==> config.mk <==
export PLATFORM = sky130hd
export DESIGN_NAME = secs_alarm_timer
export DESIGN_NICKNAME = d
export VERILOG_FILES = /design/src/rtl/sat_pkg.sv /design/src/rtl/sat_datapath.sv /design/src/rtl/sat_ctrl.sv /design/src/rtl/secs_alarm_timer.sv
export SDC_FILE = /design/constraint.sdc
export NUM_CORES = 1
export LEC_CHECK = 0
export BUFFER_PORTS_ARGS = -buffer_cell sky130_fd_sc_hd__buf_2
export CAP_MARGIN = 20
export CELL_PAD_IN_SITES_DETAIL_PLACEMENT = 1
export CELL_PAD_IN_SITES_GLOBAL_PLACEMENT = 1
export CORE_MARGIN = 4
export CORE_UTILIZATION = 45
export CTS_BUF_LIST = sky130_fd_sc_hd__clkbuf_8
export DETAILED_ROUTE_END_ITERATION = 8
export GPL_ROUTABILITY_DRIVEN = 0
export PLACE_DENSITY_LB_ADDON = 0.1
export SLEW_MARGIN = 20
export SYNTH_ARGS = -nofsm -noshare
export SYNTH_HDL_FRONTEND = slang
export SYNTH_SLANG_ARGS = --single-unit
==> constraint.sdc <==
create_clock -name clk -period 3 [get_ports clk]
set_clock_uncertainty 0.2 [all_clocks]
set_input_delay 0.3 -clock clk [delete_from_list [all_inputs] [get_ports clk]]
set_output_delay 0.3 -clock clk [all_outputs]
set_load 0.005 [all_outputs]
==> src/rtl/sat_pkg.sv <==
package sat_pkg;

  localparam int ADDR_W = 3;

  localparam logic [ADDR_W-1:0] ADR_SECS  = 3'd0;
  localparam logic [ADDR_W-1:0] ADR_PRESC = 3'd1;
  localparam logic [ADDR_W-1:0] ADR_ALARM = 3'd2;
  localparam logic [ADDR_W-1:0] ADR_STAT  = 3'd3;
  localparam logic [ADDR_W-1:0] ADR_IEN   = 3'd4;
  localparam logic [ADDR_W-1:0] ADR_CTRL  = 3'd5;

  // status bit positions
  localparam int ST_INV = 0;
  localparam int ST_OVF = 1;
  localparam int ST_ALM = 2;
  localparam int ST_RUN = 4;

  // enable bit positions
  localparam int IE_ALM = 0;
  localparam int IE_OVF = 1;
  localparam int IE_INV = 2;
  localparam int IE_W   = 3;

  // control -> datapath strobes
  typedef struct packed {
    logic loadSecs;
    logic loadPresc;
    logic loadAlarm;
    logic advance;
    logic clear;
  } sat_strobe_t;

endpackage

==> src/rtl/sat_datapath.sv <==
module sat_datapath
  import sat_pkg::*;
#(
  parameter int DATA_W = 32,
  parameter int SEC_W  = 32,
  parameter int PRE_W  = 16,
  parameter int TAP    = 14
) (
  input  logic              clk,
  input  logic              rstN,
  input  sat_strobe_t       strb,
  input  logic [DATA_W-1:0] wrData,
  output logic [SEC_W-1:0]  secsVal,
  output logic [PRE_W-1:0]  prescVal,
  output logic [SEC_W-1:0]  alarmVal,
  output logic              tick,
  output logic              alarmHit,
  output logic              wrapHit
);

  logic [PRE_W-1:0] prescNext;
  logic [SEC_W-1:0] secsNext;

  assign prescNext = prescVal + PRE_W'(1);
  assign secsNext  = secsVal + SEC_W'(1);

  // a second elapses when the tap bit falls
  assign tick     = strb.advance && prescVal[TAP] && !prescNext[TAP];
  assign alarmHit = tick && (secsVal == alarmVal);
  assign wrapHit  = tick && (&secsVal);

  always_ff @(posedge clk or negedge rstN) begin
    if (!rstN) begin
      prescVal <= '0;
    end else if (strb.clear) begin
      prescVal <= '0;
    end else if (strb.loadPresc) begin
      prescVal <= wrData[PRE_W-1:0];
    end else if (strb.advance) begin
      prescVal <= prescNext;
    end
  end

  always_ff @(posedge clk or negedge rstN) begin
    if (!rstN) begin
      secsVal <= '0;
    end else if (strb.clear) begin
      secsVal <= '0;
    end else if (strb.loadSecs) begin
      secsVal <= wrData[SEC_W-1:0];
    end else if (tick) begin
      secsVal <= secsNext;
    end
  end

  always_ff @(posedge clk or negedge rstN) begin
    if (!rstN) begin
      alarmVal <= '0;
    end else if (strb.clear) begin
      alarmVal <= '0;
    end else if (strb.loadAlarm) begin
      alarmVal <= wrData[SEC_W-1:0];
    end
  end

endmodule

==> src/rtl/sat_ctrl.sv <==
module sat_ctrl
  import sat_pkg::*;
#(
  parameter int DATA_W = 32,
  parameter int SEC_W  = 32,
  parameter int PRE_W  = 16
) (
  input  logic              clk,
  input  logic              rstN,
  input  logic [ADDR_W-1:0] regAddr,
  input  logic              regWr,
  input  logic [DATA_W-1:0] wrData,
  output logic [DATA_W-1:0] rdData,
  input  logic [SEC_W-1:0]  secsVal,
  input  logic [PRE_W-1:0]  prescVal,
  input  logic [SEC_W-1:0]  alarmVal,
  input  logic              tick,
  input  logic              alarmHit,
  input  logic              wrapHit,
  output sat_strobe_t       strb,
  output logic              timeInvalid,
  output logic              timeOverflow,
  output logic              alarmFlag,
  output logic              runBit,
  output logic              softRst,
  output logic              secPulse,
  output logic              alarmIrq,
  output logic              ovfIrq,
  output logic              invIrq
);

  logic [IE_W-1:0] irqEn;
  logic            timeValid;
  logic            wrSecs, wrPresc, wrAlarm, wrStat, wrIen, wrCtrl;

  assign timeValid = !timeInvalid && !timeOverflow;

  assign wrSecs  = regWr && (regAddr == ADR_SECS);
  assign wrPresc = regWr && (regAddr == ADR_PRESC);
  assign wrAlarm = regWr && (regAddr == ADR_ALARM);
  assign wrStat  = regWr && (regAddr == ADR_STAT);
  assign wrIen   = regWr && (regAddr == ADR_IEN);
  assign wrCtrl  = regWr && (regAddr == ADR_CTRL);

  always_comb begin
    strb           = '0;
    strb.clear     = softRst;
    strb.loadSecs  = wrSecs  && !runBit && !softRst;
    strb.loadPresc = wrPresc && !runBit && !softRst;
    strb.loadAlarm = wrAlarm && !softRst;
    strb.advance   = runBit && timeValid && !softRst;
  end

  // soft reset bit: only software clears it
  always_ff @(posedge clk or negedge rstN) begin
    if (!rstN) begin
      softRst <= 1'b0;
    end else if (wrCtrl) begin
      softRst <= wrData[0];
    end
  end

  always_ff @(posedge clk or negedge rstN) begin
    if (!rstN) begin
      timeInvalid  <= 1'b1;
      timeOverflow <= 1'b0;
      alarmFlag    <= 1'b0;
      runBit       <= 1'b0;
      irqEn        <= '0;
      secPulse     <= 1'b0;
    end else if (softRst) begin
      timeInvalid  <= 1'b1;
      timeOverflow <= 1'b0;
      alarmFlag    <= 1'b0;
      runBit       <= 1'b0;
      irqEn        <= '0;
      secPulse     <= 1'b0;
    end else begin
      secPulse <= tick;
      if (strb.loadSecs) begin
        timeInvalid  <= 1'b0;
        timeOverflow <= 1'b0;
      end else if (wrapHit) begin
        timeOverflow <= 1'b1;
      end
      if (strb.loadAlarm) begin
        alarmFlag <= 1'b0;
      end else if (alarmHit) begin
        alarmFlag <= 1'b1;
      end
      if (wrStat) begin
        runBit <= wrData[ST_RUN];
      end
      if (wrIen) begin
        irqEn <= wrData[IE_W-1:0];
      end
    end
  end

  always_comb begin
    rdData = '0;
    unique case (regAddr)
      ADR_SECS:  rdData = timeValid ? DATA_W'(secsVal) : '0;
      ADR_PRESC: rdData = timeValid ? DATA_W'(prescVal) : '0;
      ADR_ALARM: rdData = DATA_W'(alarmVal);
      ADR_STAT: begin
        rdData[ST_INV] = timeInvalid;
        rdData[ST_OVF] = timeOverflow;
        rdData[ST_ALM] = alarmFlag;
        rdData[ST_RUN] = runBit;
      end
      ADR_IEN:   rdData = DATA_W'(irqEn);
      ADR_CTRL:  rdData = DATA_W'(softRst);
      default:   rdData = '0;
    endcase
  end

  assign alarmIrq = alarmFlag    && irqEn[IE_ALM];
  assign ovfIrq   = timeOverflow && irqEn[IE_OVF];
  assign invIrq   = timeInvalid  && irqEn[IE_INV];

endmodule

==> src/rtl/secs_alarm_timer.sv <==
module secs_alarm_timer
  import sat_pkg::*;
#(
  parameter int DATA_W = 32,
  parameter int SEC_W  = 32,
  parameter int PRE_W  = 16,
  parameter int TAP    = 14
) (
  input  logic              clk,
  input  logic              rstN,
  input  logic [2:0]        regAddr,
  input  logic              regWr,
  input  logic [DATA_W-1:0] wrData,
  output logic [DATA_W-1:0] rdData,
  output logic              secPulse,
  output logic              alarmIrq,
  output logic              ovfIrq,
  output logic              invIrq
);

  sat_strobe_t      strb;
  logic [SEC_W-1:0] secsVal;
  logic [PRE_W-1:0] prescVal;
  logic [SEC_W-1:0] alarmVal;
  logic             tick, alarmHit, wrapHit;
  logic             timeInvalid, timeOverflow, alarmFlag, runBit, softRst;

  sat_datapath #(
    .DATA_W(DATA_W), .SEC_W(SEC_W), .PRE_W(PRE_W), .TAP(TAP)
  ) u_dp (
    .clk(clk), .rstN(rstN), .strb(strb), .wrData(wrData),
    .secsVal(secsVal), .prescVal(prescVal), .alarmVal(alarmVal),
    .tick(tick), .alarmHit(alarmHit), .wrapHit(wrapHit)
  );

  sat_ctrl #(
    .DATA_W(DATA_W), .SEC_W(SEC_W), .PRE_W(PRE_W)
  ) u_ctrl (
    .clk(clk), .rstN(rstN), .regAddr(regAddr), .regWr(regWr),
    .wrData(wrData), .rdData(rdData),
    .secsVal(secsVal), .prescVal(prescVal), .alarmVal(alarmVal),
    .tick(tick), .alarmHit(alarmHit), .wrapHit(wrapHit),
    .strb(strb), .timeInvalid(timeInvalid), .timeOverflow(timeOverflow),
    .alarmFlag(alarmFlag), .runBit(runBit), .softRst(softRst),
    .secPulse(secPulse), .alarmIrq(alarmIrq), .ovfIrq(ovfIrq),
    .invIrq(invIrq)
  );

endmodule

; Word-level counts from Yosys, hierarchy flattened
; Index checks and enable logic that the tools add are counted.
[totals]
ff_bits = 89
in_bits = 38
out_inout_bits = 36
wordCells = 81
[op_classes]
addsub = 2
eq_ne = 6
mux = 27
n_reduce_logical = 36
[ops]
columns = cell, count
row1 = $mux W32, 6
row2 = $pmux W27 S3, 1
row3 = $mux W16, 4
row4 = $add A32 B1 Y32 const B, 1
row5 = $eq A32 B32 Y1, 1
row6 = $reduce_and A32 Y1, 1
row7 = $logic_and A1 B1 Y1, 21
row8 = $pmux W3 S6, 1
row9 = $add A16 B1 Y16 const B, 1
row10 = $reduce_bool A3 Y1, 4
row11 = $mux W1, 11
row12 = $reduce_bool A2 Y1, 4
row13 = $eq A3 B2 Y1 const B, 2
row14 = $eq A3 B3 Y1 const B, 2
row15 = $mux W3, 2
row16 = $logic_not A1 Y1, 5
row17 = $pmux W1 S4, 1
row18 = $eq A3 B1 Y1 const B, 1
row19 = $logic_not A3 Y1, 1
row20 = $pmux W1 S3, 1

; Longest topological paths before layout
; Gate-level depths: netlist (run 1).
[logic_depth]
ltp_word = 10
depth_mapped = 8
ltp_nobuf = 7

; Modules after synthesis
; From an unflattened synthesis (run 1), not the netlist that was laid out.
[unflattened]
cells_unflattened = 627
area_unflattened_um2 = 5761.8
[by_module_without_submodules]
columns = module, n_inst, cells_each, area_each_um2, seq_area_each_um2
row1 = sat_datapath, 1, 503, 4719.5, 2001.9
row2 = sat_ctrl, 1, 124, 1042.2, 226.5

; Least setup slack after synthesis (run 1)
; No wires, ideal clock.
[synth_path]
path_type = reg2reg
from = register u_ctrl.timeOverflow
to = register u_dp.secsVal[30]
setup_time_ns = 0.099
arrival_time_ns = 2.315
required_ns = 2.701
setup_slack_ns = 0.385
path_stages_with_launch = 8
path_buffers = 2
synth_period_minus_slack_ns = 2.615
cell_sequence = dfrtp_1 > buf_2 > or4b_4 > buf_6 > nor3_4 > nand4_2 > or4_1 > a311oi_1
[synth_between]
elab_chain_len = 7
[synth_lines]
columns = item, line
row1 = start: declaration, sat_ctrl.sv:22  ; output logic timeOverflow,
row2 = start signal: assignment, sat_ctrl.sv:66  ; timeOverflow <= 1'b0;
row3 = start signal: assignment, sat_ctrl.sv:73  ; timeOverflow <= 1'b0;
row4 = start signal: assignment, sat_ctrl.sv:82  ; timeOverflow <= 1'b0;
row5 = $logic_not A1 Y1, sat_ctrl.sv:36  ; assign timeValid = !timeInvalid && !timeOverflow;
row6 = $logic_and A1 B1 Y1, sat_ctrl.sv:36
row7 = $logic_and A1 B1 Y1 (2 in a row), sat_ctrl.sv:51  ; strb.advance = runBit && timeValid && !softRst;
row8 = $logic_and A1 B1 Y1 (2 in a row), sat_datapath.sv:28  ; assign tick = strb.advance && prescVal[TAP] && !prescNext[TAP];
row9 = $reduce_bool A3 Y1 (no source line), --
row10 = end signal: assignment, sat_datapath.sv:50  ; secsVal <= wrData[SEC_W-1:0];
row11 = end signal: assignment, sat_datapath.sv:52  ; secsVal <= secsNext;
row12 = end: declaration, sat_datapath.sv:13  ; output logic [SEC_W-1:0] secsVal,
; No other way between the ends.
; A chain may end at the register's enable or synchronous reset.

; Worst setup path in the final report (run 1)
[layout_path]
from = register u_ctrl.timeOverflow
to = output port rdData[23]
[layout_between]
elab_chain_len = 4
[layout_lines]
columns = item, line
row1 = $logic_not A1 Y1, sat_ctrl.sv:36
row2 = $logic_and A1 B1 Y1, sat_ctrl.sv:36
row3 = $mux W32, sat_ctrl.sv:103  ; ADR_SECS: rdData = timeValid ? DATA_W'(secsVal) : '0;
row4 = $pmux W27 S3, sat_ctrl.sv:102  ; unique case (regAddr)
row5 = end: declaration, secs_alarm_timer.sv:14  ; output logic [DATA_W-1:0] rdData,
; No other way between the ends.

==> summary.md, run 1 <==
| Metric | Value |
|---|---|
| Post-synthesis sequential area ratio | 0.388 |
| Critical path data required time | approximately 2.5 ns |
| Final Hold Vio Count | 0 |
| Max VDD drop | about 0.00020 V |
| Synth area leader | dfrtp_1 |
| DRC Markers | 0 |
| Vias per cell | between 6 and 7 |
| Register bit total from synthesis | 89 |
| Crit share post-route | 0.912 |
| Fin area | 6800 sq um |
| Number of enable flip-flop cells after synthesis | 0 |
| Post-Syn Area | between 5000 and 6000 sq um |
| CTS max path bufs | 2 |
| CP Capture Type | output port |
| Core Rows | 40 |
| Arrival time worst endpoint | approximately 2.2 ns |
| Number of global-route vias before repair | just over 6,000 |
| Initial antenna violation count | 0 |
| Min-delay worst type | in -> reg |
| R2R cell count | 7 |
| CTS H-tree lvls | 3 |
| Max-Cap Viols | 0 |
| Gr usage total | 0.297 |
| Clock transition at path regs | 0.09 ns |
| DRT Pass-1 Iters | 5 |
| Synth unique cells | 63 |
| Top post-synthesis cells by area | dfrtp_1 38%, nand2_1 8.7%, a21oi_1 7.5% |
| Cell Pwr Density | ~430 nW/um^2 |
| Largest net degree at the start of global routing | between 40 and 50 |
| Die area | 14,600 sq um |
| Worst-Skew Late Latency | roughly 0.38 ns |
| Core Area | roughly 12,000 sq um |
| CTS buffer count | 9 |
| Status | finished, final reports clean |
| Post-synthesis cell count | ~690 |
| Die Ht | between 100 and 150 microns |
| Total power | 2940 uW |
| Via Count | ~6,000 |
| Iteration-0 DRC count of the detailed router | between 300 and 400 |
| Yosys top cell area share | 0.384 |
| Chip width | ~120 microns |
| DR WL/cell | approximately 22 microns |
| Post-CTS Setup Inserts | 0 |
| Static leakage | approximately 0.0029 uW |
| # port buffers | 73 |
| Post-DP HPWL | around 15,000 microns |
| Max Clock Freq | approximately 370 MHz |
| Post-Syn Nets | between 700 and 800 |
| RSZ-0062 raised after global routing | no |
| Worst-Margin Slew | approximately 0.9 ns |
| Post-cts sizing count | 0 |
| Nets | roughly 800 |
| CTS tree | yes |
| Crit-path max FO | 16 |
| Grt total ovfl | 0 |
| Initial Util | 0.468 |
| Area grow syn2layout | 18.5% |
| Hold path endpoint | u_dp.alarmVal[6] |
| Total wire length | around 21,000 microns |
| Share of layout cells above drive strength 1 | 0.168 |
| Most frequent cells in the layout | 133 x nand2_1, 88 x dfrtp_1, 86 x a21oi_1 |
| Commonest non-fill, non-tap cell in the layout | nand2_1 |
| Slack of the worst reg-to-reg path | 0.33 ns |
| Antenna Nets Post-Route | 0 |
| Final Max Slew Viols | 0 |
| Setup-failing EPs final | 0 |
| Worst Setup Start Kind | flip-flop |
| Rel. slew slack | 0.385 |
| Sum Neg Setup Slack | 0 ns |
| Final worst slack | 0.264 ns |
| R2R Path End | u_dp.secsVal[29] |
| Root Buffer | clkbuf_8 |
| IO Pins | between 70 and 80 |
| Ant. Diodes | 0 |
| Top FF cell, synth | dfrtp_1 |
| Clock Sinks | 89 |
| Setup CP Type | reg -> out |
| First-pass GRT wire length | 34,000 microns |
| Placed cell area | 6330 sq um |
| Syn_area_per_cell | just over 8 sq um |
| Hold path startpoint | wrData[6] |
| Post-synth ARST share | 1.00 |
| Minimum clock period | ~2.7 ns |
| YS warnings | 0 |
| Min-Delay Path Depth | 3 |
| Worst slack, placed | ~0.37 ns |
| Critical R2R Launch | u_dp.prescVal[0] |
-- timing repair --
action	CTS	global route
hold buffers	26	0
hold endpoints to repair	72	0
setup endpoints to repair	0	0
-- where the power goes --
group	switching, uW	internal, uW	leakage [uW]	total, uW
combinational	412	255	0.00153	668
clock	457	423	0.000112	880
sequential	112	1280	0.00122	1390
-- per-layer routing --
metal | up-vias | share of wire | global-route usage | wire (microns)
li1 | 2721 | - | - | -
met1 | 3028 | 0.42 | 0.390 | 8900
met2 | 213 | 0.50 | 0.504 | 10600
met3 | 41 | 0.053 | 0.0382 | 1130
met4 | 0 | 0.030 | 0.102 | 637
met5 | - | 0 | 0 | 0
-- critical path: stages (launching register included) --
cell and delay, ns:
dfrtp_1 0.49, or4_1 0.65, nor2_1 0.17, buf_4 0.25, a22o_1 0.17, buf_2 0.12
-- kinds of logic after synthesis --
family,Yosys count,share of synthesized area
AOI/OAI and AO/OA,217,0.254
muxes,14,0.0253
buffers and inverters,63,0.0440
adders and majority gates,2,0.00436
DFF,89,0.388
and+or+nand+nor,274,0.230
xor gates and xnor gates,35,0.0534
-- worst max path at each step --
stage,start,endpoint,cells past startpoint
after floorplan,u_ctrl.timeOverflow,u_dp.secsVal[30],7
after global placement,u_ctrl.timeOverflow,u_dp.secsVal[29],7
after detailed placement,u_dp.prescVal[0],u_dp.secsVal[17],7
after CTS,u_ctrl.timeOverflow,rdData[27],5
after global routing,u_ctrl.timeOverflow,rdData[27],5
final,u_ctrl.timeOverflow,rdData[23],5
-- registers in the layout, summed over array words and instances (netlist names) --
name                 count
u_ctrl.alarmFlag         1
u_ctrl.irqEn             3
u_ctrl.runBit            1
u_ctrl.secPulse          1
u_ctrl.softRst           1
u_ctrl.timeInvalid       1
u_ctrl.timeOverflow      1
u_dp.alarmVal           32
u_dp.prescVal           16
u_dp.secsVal            32
-- synth_stat cells (2+ instances only) --
master / count
a22oi_1: 4
a31oi_1: 6
inv_1: 6
o31ai_1: 4
nor2_1: 24
a21boi_0: 2
a41o_1: 3
a31o_2: 2
a221oi_1: 12
or3_1: 3
nand2_1: 133
a211oi_1: 4
a211o_1: 2
nor4_1: 7
a32o_1: 6
o2bb2ai_1: 2
clkbuf_1: 51
or4_1: 3
nand3_1: 19
a2bb2oi_1: 5
a221o_1: 7
a21o_1: 3
xnor2_1: 34
o211ai_1: 4
nand2b_1: 3
nor3_1: 17
o21a_1: 4
a21oi_1: 86
o21ai_1: 2
and4_1: 3
buf_1: 3
and3_1: 11
nand4_1: 30
a22o_1: 21
ha_1: 2
nor2b_1: 3
dfrtp_1: 88
buf_6: 2
and2_1: 10
mux2i_1: 10
o21ai_0: 25
o2bb2a_1: 3
mux2_2: 4
o221ai_1: 2
-- per-stage QoR --
stage / hold slack [ns] / cells / util
after floorplan: -0.196 / 694 / -
after global placement: 0.158 / 907 / 0.517
after detailed placement: 0.155 / 907 / 0.517
after CTS: 0.00146 / 949 / 0.554
after global routing: 0.0203 / 949 / 0.554
final: 0.0107 / 949 / 0.554
-- cell type report --
class                      count  area (sq um)
clock buffer                  11           151
timing repair buffer         128           858
inverter                       6          22.5
multi-input combinational    542          3280
clock inverter                 5          47.5
tap                          168           210
sequential                    89          2230
fill                        1479          5460
(Power assumes the default switching activity.)
==> run 2: changes to the inputs <==
CORE_UTILIZATION = 25   (was 45)
==> run 2 against run 1 <==
Sequential power barely moved; clock power rose by 11%; design area increased by 3.0%; critical path depth is the same; core utilization shrank 25 points; first-iteration DRC count shrank 1.5%; non-clock buffer count rose by 3; combinational power is 1% higher; worst hold slack better by 0.0060 ns; critical path type unchanged.
==> summary.md, run 2 (synthesized netlist as in run 1, its figures left out) <==
| Metric | Value |
|---|---|
| Fin area | 7000 sq um |
| Sw Pwr | just over 1000 uW |
| CTS tree | yes |
| DR WL/cell | around 23 microns |
| Die Ht | between 150 and 200 microns |
| Sequential Power Share | 0.458 |
| Status | finished, final reports clean |
| Number of global-route vias before repair | ~6,200 |
| CTS max path bufs | 2 |
| Cell Pwr Density | roughly 440 nW/um^2 |
| # placed instances | roughly 1,000 |
| Min-Delay Path Depth | 3 |
| Sum Neg Setup Slack | 0 ns |
| Clk pwr share | 0.320 |
| CP Capture Type | output port |
| CTS buffer count | 9 |
| Min-delay worst type | in -> reg |
| Antenna Nets Post-Route | 0 |
| Chip width | between 150 and 200 microns |
| R2R cell count | 6 |
| Worst-Margin Slew | ~0.94 ns |
| Initial antenna violation count | 0 |
| Max-Cap Viols | 0 |
| CTS H-tree lvls | 3 |
| Gr usage total | 0.192 |
| Via Count | 5,860 |
| Final Core Density | 0.309 |
| Post-cts sizing count | 0 |
| Post-DP HPWL | about 18,000 microns |
| Arrival time worst endpoint | approximately 2.2 ns |
| Clock transition at path regs | 0.10 ns |
| Post-CTS Setup Inserts | 0 |
| Most frequent cells in the layout | 133 x nand2_1, 87 x dfrtp_1, 86 x a21oi_1 |
| # fillers | ~2,700 |
| Root Buffer | clkbuf_8 |
| Worst-Skew Late Latency | slightly below 0.4 ns |
| Setup-failing EPs final | 0 |
| Cell internal pwr | ~2000 uW |
| RSZ-0062 raised after global routing | no |
| IO Pins | 74 |
| Power share of the combinational group | 0.222 |
| Grt total ovfl | 0 |
| Core Rows | 55 |
| Max Clock Freq | 366 MHz |
| Crit-path max FO | 16 |
| Static leakage | 0.00288 uW |
| Crit share post-route | 0.911 |
| Fin cells | 1,069 |
| Clock Sinks | 89 |
| Total wire length | 24,300 microns |
| First-pass GRT wire length | 38,400 microns |
| Setup CP Type | reg -> out |
| Hold Buf Count CTS | 26 |
| Critical path data required time | between 2 and 3 ns |
| Largest net degree at the start of global routing | 50 |
| DRT Pass-1 Iters | 4 |
| Final Hold Vio Count | 0 |
| Nets | between 800 and 900 |
| Initial Util | 0.253 |
| Area grow syn2layout | 22.0% |
| Commonest non-fill, non-tap cell in the layout | nand2_1 |
| Iteration-0 DRC count of the detailed router | around 400 |
| Minimum clock period | 2.73 ns |
| Die area | 25,400 sq um |
| Biggest regs | u_dp.alarmVal: 32 flops, u_dp.secsVal: 32 flops, u_dp.prescVal: 16 flops |
| Rel. slew slack | 0.372 |
| Sw frac | 0.339 |
| Max VDD drop | about 0.00017 V |
| Final Max Slew Viols | 0 |
| Vias per cell | around 5.5 |
| Placed cell area | between 6000 and 7000 sq um |
| Worst Setup Start Kind | flip-flop |
| Core Area | 22,600 sq um |
| DRC Markers | 0 |
| Ant. Diodes | 0 |
| # port buffers | between 70 and 80 |
| WHS | about 0.017 ns |
| Share of layout cells above drive strength 1 | 0.172 |
==> run 2: cell type report <==
class	instances	area, sq um	share of cell area
Sequential cell	89	2230	0.318
Inverter	6	22.5	0.00322
Clock buffer	10	138	0.0197
Clock inverter	6	76.3	0.0109
Multi-Input combinational cell	542	3280	0.469
Tap cell	285	357	0.0509
Timing Repair Buffer	131	893	0.128
==> run 2: worst max-delay path: stages (launching register included) <==
cell     delay, ns
dfrtp_1       0.49
or4_1         0.63
nor2_1        0.13
buf_4         0.26
a22o_1        0.20
buf_2         0.12
==> run 2: path summary, 6_finish.rpt <==
check                      slack (ns)                 from                  to
min in group asynchronous        0.19                 rstN     u_ctrl.irqEn[2]
max in group asynchronous        1.76                 rstN    u_dp.secsVal[23]
max                              0.27  u_ctrl.timeOverflow          rdData[17]
max reg2reg                      0.34       u_ctrl.softRst    u_dp.secsVal[31]
min reg2reg                      0.35   u_ctrl.timeInvalid  u_ctrl.timeInvalid
min                              0.02            wrData[1]    u_dp.alarmVal[1]
==> run 2: power groups by stage <==
stage                     clock (uW)  sequential [uW]  combinational, uW
final                            977             1400                676
after global routing            1060             1410                752
after CTS                       1000             1400                689
after detailed placement           0             1420                660
after global placement             0             1420                654
after floorplan                    0             1360                388
==> run 2: metal layers <==
layer | track usage | vias to the layer above | part of all wire
li1 | - | 2725 | -
met1 | 0.268 | 3016 | 0.48
met2 | 0.318 | 100 | 0.48
met3 | 0.0197 | 19 | 0.027
met4 | 0.0485 | 0 | 0.014
met5 | 0 | - | 0
==> run 2: through the flow <==
| step | worst slack (ns) | total power, uW |
|---|---|---|
| finish | 0.266 | 3050 |
| global placement | 0.376 | 2070 |
| floorplan | 0.385 | 1750 |
| detailed placement | 0.353 | 2080 |
| CTS | 0.236 | 3090 |
| global route | 0.150 | 3220 |
